`src/rtl/pwm_pkg.sv`:
```
package pwm_pkg;

  typedef enum logic [1:0] {
    OUT_OFF    = 2'd0,
    OUT_TOGGLE = 2'd1,
    OUT_PWM    = 2'd2,
    OUT_INV    = 2'd3
  } out_mode_e;

  // log2 of the clock divide ratio for each rate code
  function automatic int unsigned rate_shift(input logic [2:0] code);
    case (code)
      3'd1:    return 0;
      3'd2:    return 3;
      3'd3:    return 5;
      3'd4:    return 6;
      3'd5:    return 7;
      3'd6:    return 8;
      3'd7:    return 10;
      default: return 0;
    endcase
  endfunction

endpackage

```
`src/rtl/pwm_prescale.sv`:
```
module pwm_prescale #(
  parameter int DIV_W = 10
) (
  input  logic       clk,
  input  logic       rst,
  input  logic [2:0] rate,
  output logic       step
);
  logic [DIV_W-1:0] div_q;
  logic [DIV_W-1:0] limit;

  always_comb begin
    limit = DIV_W'((32'd1 << pwm_pkg::rate_shift(rate)) - 32'd1);
    step  = (rate != 3'd0) && (div_q >= limit);
  end

  always_ff @(posedge clk) begin
    if (rst || rate == 3'd0) div_q <= '0;
    else if (step)           div_q <= '0;
    else                     div_q <= div_q + 1'b1;
  end


  step_gap_chk: assert property (@(posedge clk) disable iff (rst)
    (step && limit != '0) |=> (!step || !$stable(rate)));

endmodule

```
`src/rtl/pwm_counter.sv`:
```
module pwm_counter #(
  parameter int W = 8
) (
  input  logic         clk,
  input  logic         rst,
  input  logic         step,
  input  logic         dual,
  input  logic         top_sel,
  input  logic [W-1:0] hold_a,
  input  logic [W-1:0] hold_b,
  output logic [W-1:0] cnt,
  output logic         down,
  output logic [W-1:0] act_a,
  output logic [W-1:0] act_b,
  output logic [W-1:0] ceil,
  output logic         turn_evt
);
  logic [W-1:0] cnt_q;
  logic         down_q;
  logic [W-1:0] a_q, b_q;
  logic         at_ceil;

  always_comb begin
    ceil    = top_sel ? a_q : {W{1'b1}};
    at_ceil = (cnt_q >= ceil);
    turn_evt = step && (dual ? (down_q && cnt_q == '0) : at_ceil);
  end

  always_ff @(posedge clk) begin
    if (rst) begin
      cnt_q  <= '0;
      down_q <= 1'b0;
      a_q    <= '0;
      b_q    <= '0;
    end else if (step) begin
      if (!dual) begin
        down_q <= 1'b0;
        if (at_ceil) begin
          cnt_q <= '0;
          a_q   <= hold_a;
          b_q   <= hold_b;
        end else begin
          cnt_q <= cnt_q + 1'b1;
        end
      end else if (!down_q) begin
        if (at_ceil) begin
          down_q <= 1'b1;
          cnt_q  <= (ceil == '0) ? '0 : ceil - 1'b1;
          a_q    <= hold_a;
          b_q    <= hold_b;
        end else begin
          cnt_q <= cnt_q + 1'b1;
        end
      end else begin
        if (cnt_q == '0) begin
          down_q <= 1'b0;
          cnt_q  <= (ceil == '0) ? '0 : W'(1);
        end else begin
          cnt_q <= cnt_q - 1'b1;
        end
      end
    end
  end

  assign cnt   = cnt_q;
  assign down  = down_q;
  assign act_a = a_q;
  assign act_b = b_q;


  idle_hold_chk: assert property (@(posedge clk) disable iff (rst)
    !step |=> $stable(cnt_q));

  single_wrap_chk: assert property (@(posedge clk) disable iff (rst)
    (step && !dual && at_ceil) |=> (cnt_q == '0));

  fall_step_chk: assert property (@(posedge clk) disable iff (rst)
    (step && dual && down_q && cnt_q != '0) |=> (cnt_q == $past(cnt_q) - 1'b1));

endmodule

```
`src/rtl/pwm_wave.sv`:
```
module pwm_wave #(
  parameter int W = 8
) (
  input  logic               clk,
  input  logic               rst,
  input  logic               step,
  input  logic               dual,
  input  pwm_pkg::out_mode_e mode,
  input  logic [W-1:0]       cnt,
  input  logic               down,
  input  logic [W-1:0]       act_a,
  input  logic [W-1:0]       act_b,
  input  logic [W-1:0]       ceil,
  output logic               wave,
  output logic               hit
);
  import pwm_pkg::*;

  logic [W-1:0] ref_v;
  logic         lvl;
  logic         wave_q;

  always_comb begin
    ref_v = (mode == OUT_TOGGLE) ? act_a : act_b;
    hit   = step && (cnt == ref_v);
    if (!dual)              lvl = (cnt <= ref_v);
    else if (ref_v == '0)   lvl = 1'b0;
    else if (ref_v >= ceil) lvl = 1'b1;
    else                    lvl = down ? (cnt <= ref_v) : (cnt < ref_v);
  end

  always_ff @(posedge clk) begin
    if (rst) wave_q <= 1'b0;
    else begin
      case (mode)
        OUT_OFF:    wave_q <= 1'b0;
        OUT_TOGGLE: wave_q <= hit ? ~wave_q : wave_q;
        OUT_PWM:    wave_q <= lvl;
        default:    wave_q <= ~lvl;
      endcase
    end
  end

  assign wave = wave_q;


  off_low_chk: assert property (@(posedge clk) disable iff (rst)
    (mode == OUT_OFF) |=> !wave_q);

  toggle_hold_chk: assert property (@(posedge clk) disable iff (rst)
    (mode == OUT_TOGGLE && !hit) |=> (wave_q == $past(wave_q)));

  toggle_flip_chk: assert property (@(posedge clk) disable iff (rst)
    (mode == OUT_TOGGLE && hit) |=> (wave_q != $past(wave_q)));

endmodule

```
`src/rtl/pwm_timer8.sv`:
```
module pwm_timer8 #(
  parameter int W     = 8,
  parameter int DIV_W = 10
) (
  input  logic         clk,
  input  logic         rst,
  input  logic [2:0]   presc_sel,
  input  logic         dual_slope,
  input  logic         top_sel,
  input  logic [1:0]   out_mode,
  input  logic         wr_en,
  input  logic         wr_sel,
  input  logic [W-1:0] wr_data,
  input  logic         clr_ovf,
  input  logic         clr_cmp,
  output logic         wave,
  output logic [W-1:0] count,
  output logic         ovf_flag,
  output logic         cmp_flag
);
  logic         step;
  logic [W-1:0] hold_a, hold_b;
  logic [W-1:0] act_a, act_b, ceil;
  logic         down, turn_evt, hit;
  logic         ovf_q, cmp_q;

  pwm_prescale #(.DIV_W(DIV_W)) u_pre (
    .clk (clk), .rst (rst), .rate (presc_sel), .step (step)
  );

  always_ff @(posedge clk) begin
    if (rst) begin
      hold_a <= '0;
      hold_b <= '0;
    end else if (wr_en) begin
      if (wr_sel) hold_b <= wr_data;
      else        hold_a <= wr_data;
    end
  end

  pwm_counter #(.W(W)) u_cnt (
    .clk (clk), .rst (rst), .step (step), .dual (dual_slope),
    .top_sel (top_sel), .hold_a (hold_a), .hold_b (hold_b),
    .cnt (count), .down (down), .act_a (act_a), .act_b (act_b),
    .ceil (ceil), .turn_evt (turn_evt)
  );

  pwm_wave #(.W(W)) u_wave (
    .clk (clk), .rst (rst), .step (step), .dual (dual_slope),
    .mode (pwm_pkg::out_mode_e'(out_mode)), .cnt (count), .down (down),
    .act_a (act_a), .act_b (act_b), .ceil (ceil),
    .wave (wave), .hit (hit)
  );

  always_ff @(posedge clk) begin
    if (rst) begin
      ovf_q <= 1'b0;
      cmp_q <= 1'b0;
    end else begin
      if (turn_evt)     ovf_q <= 1'b1;
      else if (clr_ovf) ovf_q <= 1'b0;
      if (hit)          cmp_q <= 1'b1;
      else if (clr_cmp) cmp_q <= 1'b0;
    end
  end

  assign ovf_flag = ovf_q;
  assign cmp_flag = cmp_q;


  ovf_set_chk: assert property (@(posedge clk) disable iff (rst)
    turn_evt |=> ovf_flag);

  ovf_clear_chk: assert property (@(posedge clk) disable iff (rst)
    (clr_ovf && !turn_evt) |=> !ovf_flag);

  cmp_set_chk: assert property (@(posedge clk) disable iff (rst)
    hit |=> cmp_flag);

  cmp_clear_chk: assert property (@(posedge clk) disable iff (rst)
    (clr_cmp && !hit) |=> !cmp_flag);

endmodule

```
`config.mk`:
```
export PLATFORM = sky130hd
export DESIGN_NAME = pwm_timer8
export DESIGN_NICKNAME = d
export VERILOG_FILES = /design/src/rtl/pwm_pkg.sv /design/src/rtl/pwm_prescale.sv /design/src/rtl/pwm_counter.sv /design/src/rtl/pwm_wave.sv /design/src/rtl/pwm_timer8.sv
export SDC_FILE = /design/constraint.sdc
export NUM_CORES = 1
export LEC_CHECK = 0
export ABC_AREA = 1
export BUFFER_PORTS_ARGS = -buffer_cell sky130_fd_sc_hd__buf_4
export CAP_MARGIN = 20
export CORE_ASPECT_RATIO = 1.25
export CORE_UTILIZATION = 65
export CTS_CLUSTER_DIAMETER = 120
export DETAILED_ROUTE_END_ITERATION = 10
export PLACE_DENSITY = 0.86
export SYNTH_ARGS = -nofsm -noshare
export SYNTH_HDL_FRONTEND = slang
export SYNTH_SLANG_ARGS = --single-unit
```
`constraint.sdc`:
```
create_clock -name clk -period 4.7 [get_ports clk]
set_clock_uncertainty 0.15 [all_clocks]
set_input_delay 0.705 -clock clk [delete_from_list [all_inputs] [get_ports clk]]
set_output_delay 0.705 -clock clk [all_outputs]
set_load 0.005 [all_outputs]
```
==> results of run 1 <==
## state kept, by name, summed over array words and instances, names as in the netlist
| name | cells |
|---|---|
| cmp_flag | 1 |
| hold_a | 8 |
| hold_b | 8 |
| ovf_flag | 1 |
| u_cnt.act_a | 8 |
| u_cnt.act_b | 8 |
| u_cnt.cnt | 8 |
| u_cnt.down | 1 |
| u_pre.div_q | 10 |
| u_wave.wave | 1 |
## worst reg2reg max path, stage by stage, from the launching register on
cell and delay, ps:
dfxtp_1 430, inv_1 180, ha_1 320, inv_1 40, nand2_1 50, a21oi_1 70
o21ai_0 220, nand2_1 120, nand2_2 180, nand3_2 410, o21ai_0 400, a21oi_1 60
## layer usage
| layer | wire (um) | part of all wire, % | vias to the layer above |
|---|---|---|---|
| li1 | - | - | 1815 |
| met1 | 3460 | 43 | 1561 |
| met2 | 4070 | 50 | 102 |
| met3 | 313 | 3.9 | 29 |
| met4 | 276 | 3.4 | 0 |
| met5 | 0 | 0 | - |
## logic make-up (layout without fill, tap and decap cells)
kind of cell             Yosys count  after routing  share of synthesized area (%)
AO/OA/AOI/OAI                    110            110                           15.9
XOR/XNOR                          15             15                           3.60
adder cells (fa/ha/maj)           40             40                           13.7
buffers and inverters             89            117                           9.97
flip-flops                        54             54                           29.6
other                              1              1                          0.103
AND/OR/NAND/NOR                  230            230                           27.1
## layout make-up
| cell class | instances | area [um2] |
|---|---|---|
| clock buffer | 5 | 68.8 |
| clock inverter | 3 | 28.8 |
| fill | 464 | 1410 |
| inverter | 78 | 295 |
| multi-input combinational | 396 | 2210 |
| sequential | 54 | 1080 |
| tap | 64 | 80.1 |
| timing repair buffer | 31 | 233 |
## power by group
part	switching (uW)	internal, uW
Sequential	12.0	472
Combinational	109	68.7
Clock	170	112
## cell usage in the layout, fill, tap and decap left out, drive strengths merged
cell	instances
a211oi	2
a21o	2
a21oi	42
a31oi	2
and2	1
and3	1
buf	31
clkbuf	5
clkinv	2
conb	1
dfxtp	54
ha	40
inv	79
nand2	96
nand3	22
nand3b	1
nand4	12
nor2	85
nor3	7
nor3b	2
o211ai	4
o21ai	55
o31a	1
o31ai	2
or2	3
xnor2	3
xor2	12
## final timing paths
| kind | start | to | slack (ps) |
|---|---|---|---|
| max reg2reg | u_cnt.cnt[0]$_SDFFE_PP0P_ | u_cnt.act_a[6]$_SDFFE_PP0P_ | 1970 |
| max | presc_sel[1] | u_cnt.act_a[6]$_SDFFE_PP0P_ | 1440 |
| min reg2reg | u_cnt.act_b[6]$_SDFFE_PP0P_ | u_cnt.act_b[6]$_SDFFE_PP0P_ | 310 |
| min | u_cnt.act_b[6]$_SDFFE_PP0P_ | u_cnt.act_b[6]$_SDFFE_PP0P_ | 310 |
## through the flow
step | total power [uW] | std cells | hold WS (ps) | setup slack, ps | utilization (%)
floorplan | 615 | 539 | 280 | 1870 | -
global placement | 662 | 623 | 293 | 1340 | 72.1
detailed placement | 670 | 623 | 296 | 1140 | 72.1
CTS | 948 | 631 | 310 | 1450 | 73.9
global route | 991 | 631 | 336 | 1130 | 73.9
finish | 943 | 631 | 311 | 1440 | 73.9
==> run_results.csv, run 1 <==
group,metric,value,unit
cells_and_area,fin_area,4000,um2
job,cap_viol_max_count,0,
synth,ys.flop_type,"dfxtp_1",
clock_tree,clk_pin_slew,100,ps
synth,synthTopCellsByCount,"nand2_1 (93), nor2_1 (82), inv_1 (75)",
detailed_routing,wl,8130,um
floorplanning,initial_utilization,67.6,%
clock_tree,cts_tree,"yes",
cells_and_area,area_growth,9.35,%
outcome,status,"completed",
global_route,grt_util_met3,4.23,%
global_route,first_global_vias,3195,
synth,ys_ff_latch,54,
timing,fin_crit,3260,ps
worst_hold_path,hp-class,"reg2reg",
timing,rsz0062_at_grt,"false",
clock_tree,cts_setup_buffers,0,
global_route,met1_usage,33.0,%
synth,ys_async_sr_fraction,0,%
timing,slew-limit-headroom,48.4,%
global_route,grt.overflow.total,0,
global_route,grt_pass1_wl,13900,um
detailed_routing,firstDrtPassIters,7,
worst_setup_path,crit_slowest_cell,"o21ai_0",
clock_tree,clkLatencyLatePin,320,ps
global_route,grt_max_degree,38,
detailed_routing,initialDrtViolationCount,267,
placed_design,place_area,3900,um2
global_route,busiest_layer,"met2",
timing,final-max-slew-violation-count,0,
cells_and_area,fin_nets,627,
global_route,antenna_found_initial,0,
clock_tree,root_buffer,"clkbuf_8",
timing,hold_violations,0,
worst_setup_path,cp.depth,16,
power,p_leak,0.00204,uW
timing,setup_viol_count_final,0,
timing,tns,0,ps
worst_setup_path,max_stage_delay,390,ps
worst_setup_path,worst-path-buf-inv,4,
worst_setup_path,critical-path-top-delay-family,"simple AND/OR/NAND/NOR gates",
worst_setup_path,ff2ff_path_depth,11,
timing,fmax,307,MHz
synth,yosys-top-cells-area,"dfxtp_1 (30%), ha_1 (14%), nand2_1 (9.6%)",
power,powerDensity,236,nW/um2
clock_tree,post_cts_resized,0,
floorplanning,die_w,69.1,um
global_route,grt.total_usage,28.5,%
floorplanning,rows,30,
detailed_routing,post_drt_wl_per_cell,12.9,um
floorplanning,die-height,85.8,um
worst_setup_path,path_max_fanout,29,
synth,netlist_area,3650,um2
worst_setup_path,startpoint_type,"input pin",
worst_setup_path,endpoint_kind,"register",
synth,synth_nets,600,
floorplanning,dieArea,5930,um2
worst_setup_path,crit_required,4750,ps
clock_tree,cts_hold_buf,0,
placed_design,gp_congestion,0.922,
detailed_routing,vias_per_cell,5.56,
placed_design,io_buffer_count,31,
clock_tree,cts.sinks,54,
synth,yosysTopAreaCell,"dfxtp_1",
floorplanning,io_pins,32,
global_route,grt_use_met2,51.2,%
synth,synth-edff-count,0,
clock_tree,cts_max_level,2,
synth,ys_seq_area_share,29.6,%
placed_design,place_hpwl,6440,um
cells_and_area,antennaDiodeCount,0,
timing,worstMarginPinSlew,770,ps
synth,synth_top_area_share,29.6,%
detailed_routing,postRouteAntennaNets,0,
worst_hold_path,holdPathStages,2,
worst_setup_path,crit_chain,"buf_4 -> inv_1 -> nand2_1 -> ha_1 -> inv_1 -> o21ai_0 -> ha_1 -> nand2_1 -> nor2_2 -> o211ai_1 -> nand4_1 -> nand2_2 -> inv_4 -> nand3_2 -> o21ai_0 -> a21oi_1",
power,irDropWorstVdd,0.000187,V
clock_tree,cts_buffer_depth,2,
detailed_routing,vias,3507,
clock_tree,cts_buffers,5,
synth,ys_warn_count,0,
timing,fin_crit_sh,69.3,%
cells_and_area,drive_above_1_share,9.52,%
floorplanning,coreArea,5410,um2
synth,synthCells,539,
synth,syn_avg_cell_area,6.78,um2
detailed_routing,drcViolationCount,0,
synth,synth.most_common_cell,"nand2_1",
synth,ys_types,38,
worst_setup_path,worst-setup-path-type,"in2reg",
worst_setup_path,cp.arrival,3310,ps
(Power assumes the default switching activity.)
==> inputs of run 2 (changes only) <==
CORE_UTILIZATION = 60   (was 65)
PLACE_DENSITY = 0.8   (was 0.86)
clock period = 3 ns   (was 4.7 ns; I/O delays follow)
==> run 2 against run 1 <==
Combinational power increased by 59%. Global-route usage decreased by 0.77 points. Power up 65%. Sequential share of layout area down 0.57 points. Worst setup slack lost 960 ps. Count of clock-buffer cells in the layout is the same. Design area grew 2.2%. Register-to-register slack got worse by 1500 ps. Clock power rose by 82%. First-iteration DRC count grew 3.4%. Die area is 8.1% higher. Largest power group unchanged.
==> run_results.csv, run 2 (same netlist as run 1, synthesis figures left out) <==
group,metric,value,unit
clock_tree,clkLatencyLatePin,320,ps
cells_and_area,area_growth,11.7,%
detailed_routing,wl,8420,um
timing,hold_violations,0,
clock_tree,root_buffer,"clkbuf_8",
detailed_routing,post_drt_wl_per_cell,13.2,um
worst_setup_path,worst-setup-path-type,"in2reg",
detailed_routing,firstDrtPassIters,5,
floorplanning,die-height,89.2,um
detailed_routing,initialDrtViolationCount,276,
timing,slew-limit-headroom,63.4,%
worst_setup_path,crit_chain,"buf_4 -> inv_1 -> nand2_1 -> ha_1 -> inv_1 -> o21ai_0 -> ha_1 -> nand2_1 -> nor2_2 -> o211ai_1 -> nand4_1 -> nand2_2 -> inv_4 -> nand3_2 -> buf_12 -> o21ai_0 -> a21oi_1",
worst_setup_path,path_max_fanout,29,
timing,holdWs,205,ps
placed_design,io_buffer_count,31,
timing,tns,0,ps
worst_setup_path,rr_endpoint,"u_cnt.cnt[7]$_SDFFE_PP0P_",
global_route,grt_pass1_wl,13900,um
placed_design,gp_congestion,0.960,
worst_setup_path,crit_slowest_cell,"ha_1",
worst_hold_path,hp-start,"wr_data[5]",
timing,fin_crit,2520,ps
power,p_leak,0.00209,uW
clock_tree,cts_hold_buf,0,
cells_and_area,stdcell_count,640,
placed_design,place_hpwl,6600,um
worst_setup_path,ff2ff_path_depth,12,
detailed_routing,vias_per_cell,5.54,
floorplanning,rows,31,
global_route,grt.total_usage,27.7,%
cells_and_area,antennaDiodeCount,0,
timing,final-max-slew-violation-count,0,
cells_and_area,final_common_cell,"nand2_1",
global_route,antenna_found_initial,0,
worst_hold_path,holdPathStages,3,
worst_setup_path,regToRegStartpoint,"u_cnt.cnt[0]$_SDFFE_PP0P_",
worst_hold_path,holdPathEnd,"hold_a[5]$_SDFFE_PP0P_",
worst_setup_path,r2r_setup_slack,490,ps
clock_tree,clk_pin_slew,110,ps
detailed_routing,drcViolationCount,0,
power,powerDensity,380,nW/um2
detailed_routing,vias,3543,
cells_and_area,largest_reg_flops,10,
timing,setup_viol_count_final,0,
cells_and_area,final_cell_mix,"nand2_1 (93), nor2_1 (82), inv_1 (75)",
cells_and_area,drive_above_1_share,10.6,%
clock_tree,cts_buffers,5,
timing,rsz0062_at_grt,"false",
power,irDropWorstVdd,0.000322,V
timing,worstMarginPinSlew,544,ps
outcome,status,"completed",
placed_design,dp_cells,632,
cells_and_area,fin_util,70.2,%
detailed_routing,postRouteAntennaNets,0,
placed_design,place_area,3970,um2
clock_tree,cts_max_level,2,
worst_setup_path,endpoint_kind,"register",
timing,fmax,397,MHz
worst_setup_path,max_stage_delay,280,ps
worst_setup_path,startpoint_type,"input pin",
global_route,grt_max_degree,35,
global_route,first_global_vias,3214,
floorplanning,initial_utilization,62.8,%
clock_tree,cts.sinks,54,
clock_tree,post_cts_resized,0,
clock_tree,cts_setup_buffers,0,
timing,fin_crit_sh,84.0,%
cells_and_area,fillCellCount,525,
floorplanning,io_pins,32,
clock_tree,cts_tree,"yes",
worst_setup_path,cp.arrival,2570,ps
worst_setup_path,crit_required,3050,ps
job,cap_viol_max_count,0,
cells_and_area,fin_area,4080,um2
clock_tree,cts_buffer_depth,2,
floorplanning,dieArea,6410,um2
cells_and_area,regMostFlops,"u_pre.div_q",
floorplanning,coreArea,5820,um2
global_route,grt.overflow.total,0,
worst_hold_path,hp-class,"in2reg",
cells_and_area,fin_nets,634,
floorplanning,die_w,71.8,um
==> run 2: cell types whose count changed in the layout (fill, tap and decap cells not counted) <==
cell       before  now
buf_12          0    1
buf_4          31   37
bufinv_16       0    1
clkinv_4        1    0
inv_6           1    2
inv_8           1    0
==> run 2: per-stage QoR <==
stage / setup WS (ps) / total power [uW]
3_5_place_dp: 155 / 1050
6_report: 479 / 1550
2_1_floorplan: 424 / 964
4_1_cts: 484 / 1560
5_1_grt: 249 / 1630
3_3_place_gp: 276 / 1050
==> run 2: area by class of cell <==
class	instances	area [um2]	share of cell area [%]
Clock buffer	5	68.8	1.69
Inverter	78	295	7.23
Sequential cell	54	1080	26.5
Timing Repair Buffer	38	298	7.30
Multi-Input combinational cell	396	2210	54.1
Clock inverter	3	47.5	1.16
Tap cell	66	82.6	2.02
==> run 2: worst max-delay path by stage <==
stage                       startpoint                     endpoint  slack [ps]  depth (start not counted)
after global routing      presc_sel[1]  u_cnt.act_a[5]$_SDFFE_PP0P_         250                         17
after detailed placement   out_mode[1]     u_wave.wave$_SDFFE_PP0P_         150                         18
after floorplan           presc_sel[2]  u_cnt.act_a[0]$_SDFFE_PP0P_         420                         18
final                     presc_sel[1]  u_cnt.act_a[6]$_SDFFE_PP0P_         480                         17
after CTS                 presc_sel[1]  u_cnt.act_a[6]$_SDFFE_PP0P_         480                         17
after global placement     out_mode[1]     u_wave.wave$_SDFFE_PP0P_         280                         18
==> run 2: layer usage <==
layer / GRT usage [%] / share of wire, % / vias up
met5: 0 / 0 / -
met4: 13.9 / 3.7 / 0
met3: 4.28 / 4.3 / 29
li1: - / - / 1820
met2: 49.0 / 48 / 92
met1: 32.8 / 44 / 1602
==> run 2: where the power goes <==
group | leakage [uW] | internal (uW) | switching [uW]
sequential | 0.000439 | 739 | 19.0
clock | 0.0000591 | 255 | 257
combinational | 0.00159 | 111 | 172
==> run 2: critical path, delay by kind of cell <==
kind,cells,cell delay [ps]
fa+ha+maj,2,510
buf+inv,5,590
compound gates,4,420
simple gates,6,600
==> inputs of run 3 (changes only) <==
CORE_UTILIZATION = 54   (was 60)
PLACE_DENSITY = 0.76   (was 0.8)
clock period = 2.3 ns   (was 3 ns; I/O delays follow)
==> run 3 against run 2 <==
Non-clock buffer count is 49 higher. Register-to-register slack worse by 470 ps. Routed wire length up 17%. Via count up 7.5%. Sequential power grew 31%. Critical path depth increased by 1. Global-route usage fell by 0.41 points. Die area is 11% higher. Count of clock-buffer cells in the layout stayed put. Power grew 32%. Final cell count grew 11%. Core utilization increased by 1.5 points.
==> run_results.csv, run 3 (same netlist as run 1, synthesis figures left out) <==
group,metric,value,unit
timing,fin_crit_sh,99.3,%
global_route,grt_max_degree,34,
detailed_routing,drcViolationCount,0,
global_route,grt.total_usage,27.3,%
cells_and_area,fin_util,71.7,%
clock_tree,cts_hold_buf,0,
cells_and_area,largest_reg_flops,10,
timing,holdWs,89.7,ps
outcome,status,"completed",
clock_tree,cts_tree,"yes",
clock_tree,cts_buffers,5,
cells_and_area,final_cell_mix,"nand2_1 (90), buf_4 (78), nor2_1 (76)",
worst_hold_path,hp-class,"in2reg",
global_route,grt_pass1_wl,15000,um
global_route,first_global_vias,3482,
power,p_leak,0.00239,uW
cells_and_area,area_growth,28.8,%
timing,fmax,438,MHz
clock_tree,cts.sinks,54,
timing,fin_crit,2280,ps
cells_and_area,fillCellCount,527,
timing,hold_violations,0,
clock_tree,root_buffer,"clkbuf_8",
clock_tree,cts_buffer_depth,2,
floorplanning,coreArea,6570,um2
clock_tree,clkLatencyLatePin,320,ps
floorplanning,die_w,75.6,um
power,powerDensity,434,nW/um2
floorplanning,die-height,94.0,um
timing,tns,0,ps
worst_setup_path,path_max_fanout,7,
floorplanning,initial_utilization,55.7,%
detailed_routing,firstDrtPassIters,6,
placed_design,pre_cts_slack,-371,ps
cells_and_area,antennaDiodeCount,0,
worst_setup_path,cp.arrival,2370,ps
global_route,grt.overflow.total,0,
timing,setup_slack,16.0,ps
timing,rsz0062_at_grt,"true",
clock_tree,cts_max_level,2,
detailed_routing,post_drt_wl_per_cell,13.9,um
detailed_routing,vias_per_cell,5.36,
detailed_routing,initialDrtViolationCount,199,
floorplanning,rows,33,
worst_setup_path,startpoint_type,"input pin",
timing,setup_viol_count_final,0,
job,cap_viol_max_count,0,
clock_tree,clk_pin_slew,110,ps
placed_design,place_hpwl,7120,um
worst_setup_path,crit_required,2380,ps
placed_design,gp_congestion,0.903,
worst_setup_path,endpoint_kind,"register",
detailed_routing,postRouteAntennaNets,0,
placed_design,io_buffer_count,31,
worst_setup_path,worst-setup-path-type,"in2reg",
global_route,antenna_found_initial,0,
floorplanning,dieArea,7100,um2
detailed_routing,wl,9850,um
cells_and_area,final_common_cell,"nand2_1",
floorplanning,io_pins,32,
cells_and_area,fin_nets,684,
timing,final-max-slew-violation-count,0,
detailed_routing,vias,3810,
cells_and_area,drive_above_1_share,24.2,%
cells_and_area,regMostFlops,"u_pre.div_q",
power,irDropWorstVdd,0.000431,V
[run 3: metal layers]
layer / GRT usage [%] / share of wire [%] / vias to the layer above
met1: 32.3 / 42 / 1765
met3: 3.86 / 2.6 / 19
met4: 9.10 / 2.1 / 0
li1: - / - / 1933
met5: 0 / 0 / -
met2: 49.1 / 53 / 93
[run 3: area by class of cell]
| class | count | area [um2] | share of cell area (%) |
|---|---|---|---|
| multi-input cells | 397 | 2370 | 50.5 |
| repair buffers | 87 | 741 | 15.7 |
| clock inverters | 3 | 27.5 | 0.585 |
| flip-flops and latches | 54 | 1080 | 23.0 |
| well taps | 87 | 109 | 2.31 |
| clock buffers | 5 | 68.8 | 1.46 |
| inverters | 78 | 303 | 6.43 |
[run 3: worst paths after layout]
| check | slack (ps) | to | cells after the start | startpoint |
|---|---|---|---|---|
| max | 20 | u_cnt.act_a[3]$_SDFFE_PP0P_ | 18 | presc_sel[2] |
| min | 90 | hold_a[7]$_SDFFE_PP0P_ | 3 | wr_data[7] |
| max reg2reg | 20 | u_cnt.act_a[5]$_SDFFE_PP0P_ | 11 | u_cnt.act_a[5]$_SDFFE_PP0P_ |
| min reg2reg | 310 | u_cnt.act_b[2]$_SDFFE_PP0P_ | 2 | u_cnt.act_b[2]$_SDFFE_PP0P_ |
[run 3: where the power goes]
part | internal [uW] | switching, uW | total [uW] | leakage (uW)
clock | 227 | 353 | 580 | 0.0000467
combinational | 208 | 264 | 472 | 0.00190
sequential | 964 | 26.3 | 990 | 0.000439
[run 3: metrics by stage]
step,instance area (um2),total power (uW),instances
2_1_floorplan,3670,1260,539
3_3_place_gp,4330,1410,695
3_5_place_dp,4330,1430,695
4_1_cts,4440,1990,704
5_1_grt,4710,2150,711
6_report,4710,2040,711
[run 3: worst max-delay path, stage by stage]
cell	delay [ps]
buf_6	80
inv_4	30
nand2_4	70
ha_4	150
o21ai_2	60
nand2_1	80
o21ai_2	50
ha_1	300
nand2_2	70
nor2_1	100
nand4_1	100
nand4_1	150
nand2_2	120
inv_4	100
nand3_4	150
clkbuf_16	220
o21ai_4	140
a21oi_2	40
[run 3: repair_timing]
action / CTS / global route
cloned: 0 / 4
buffers inserted: 1 / 3
pin swaps: 3 / 18
gates resized for setup: 4 / 62
setup endpoints to repair: 9 / 33
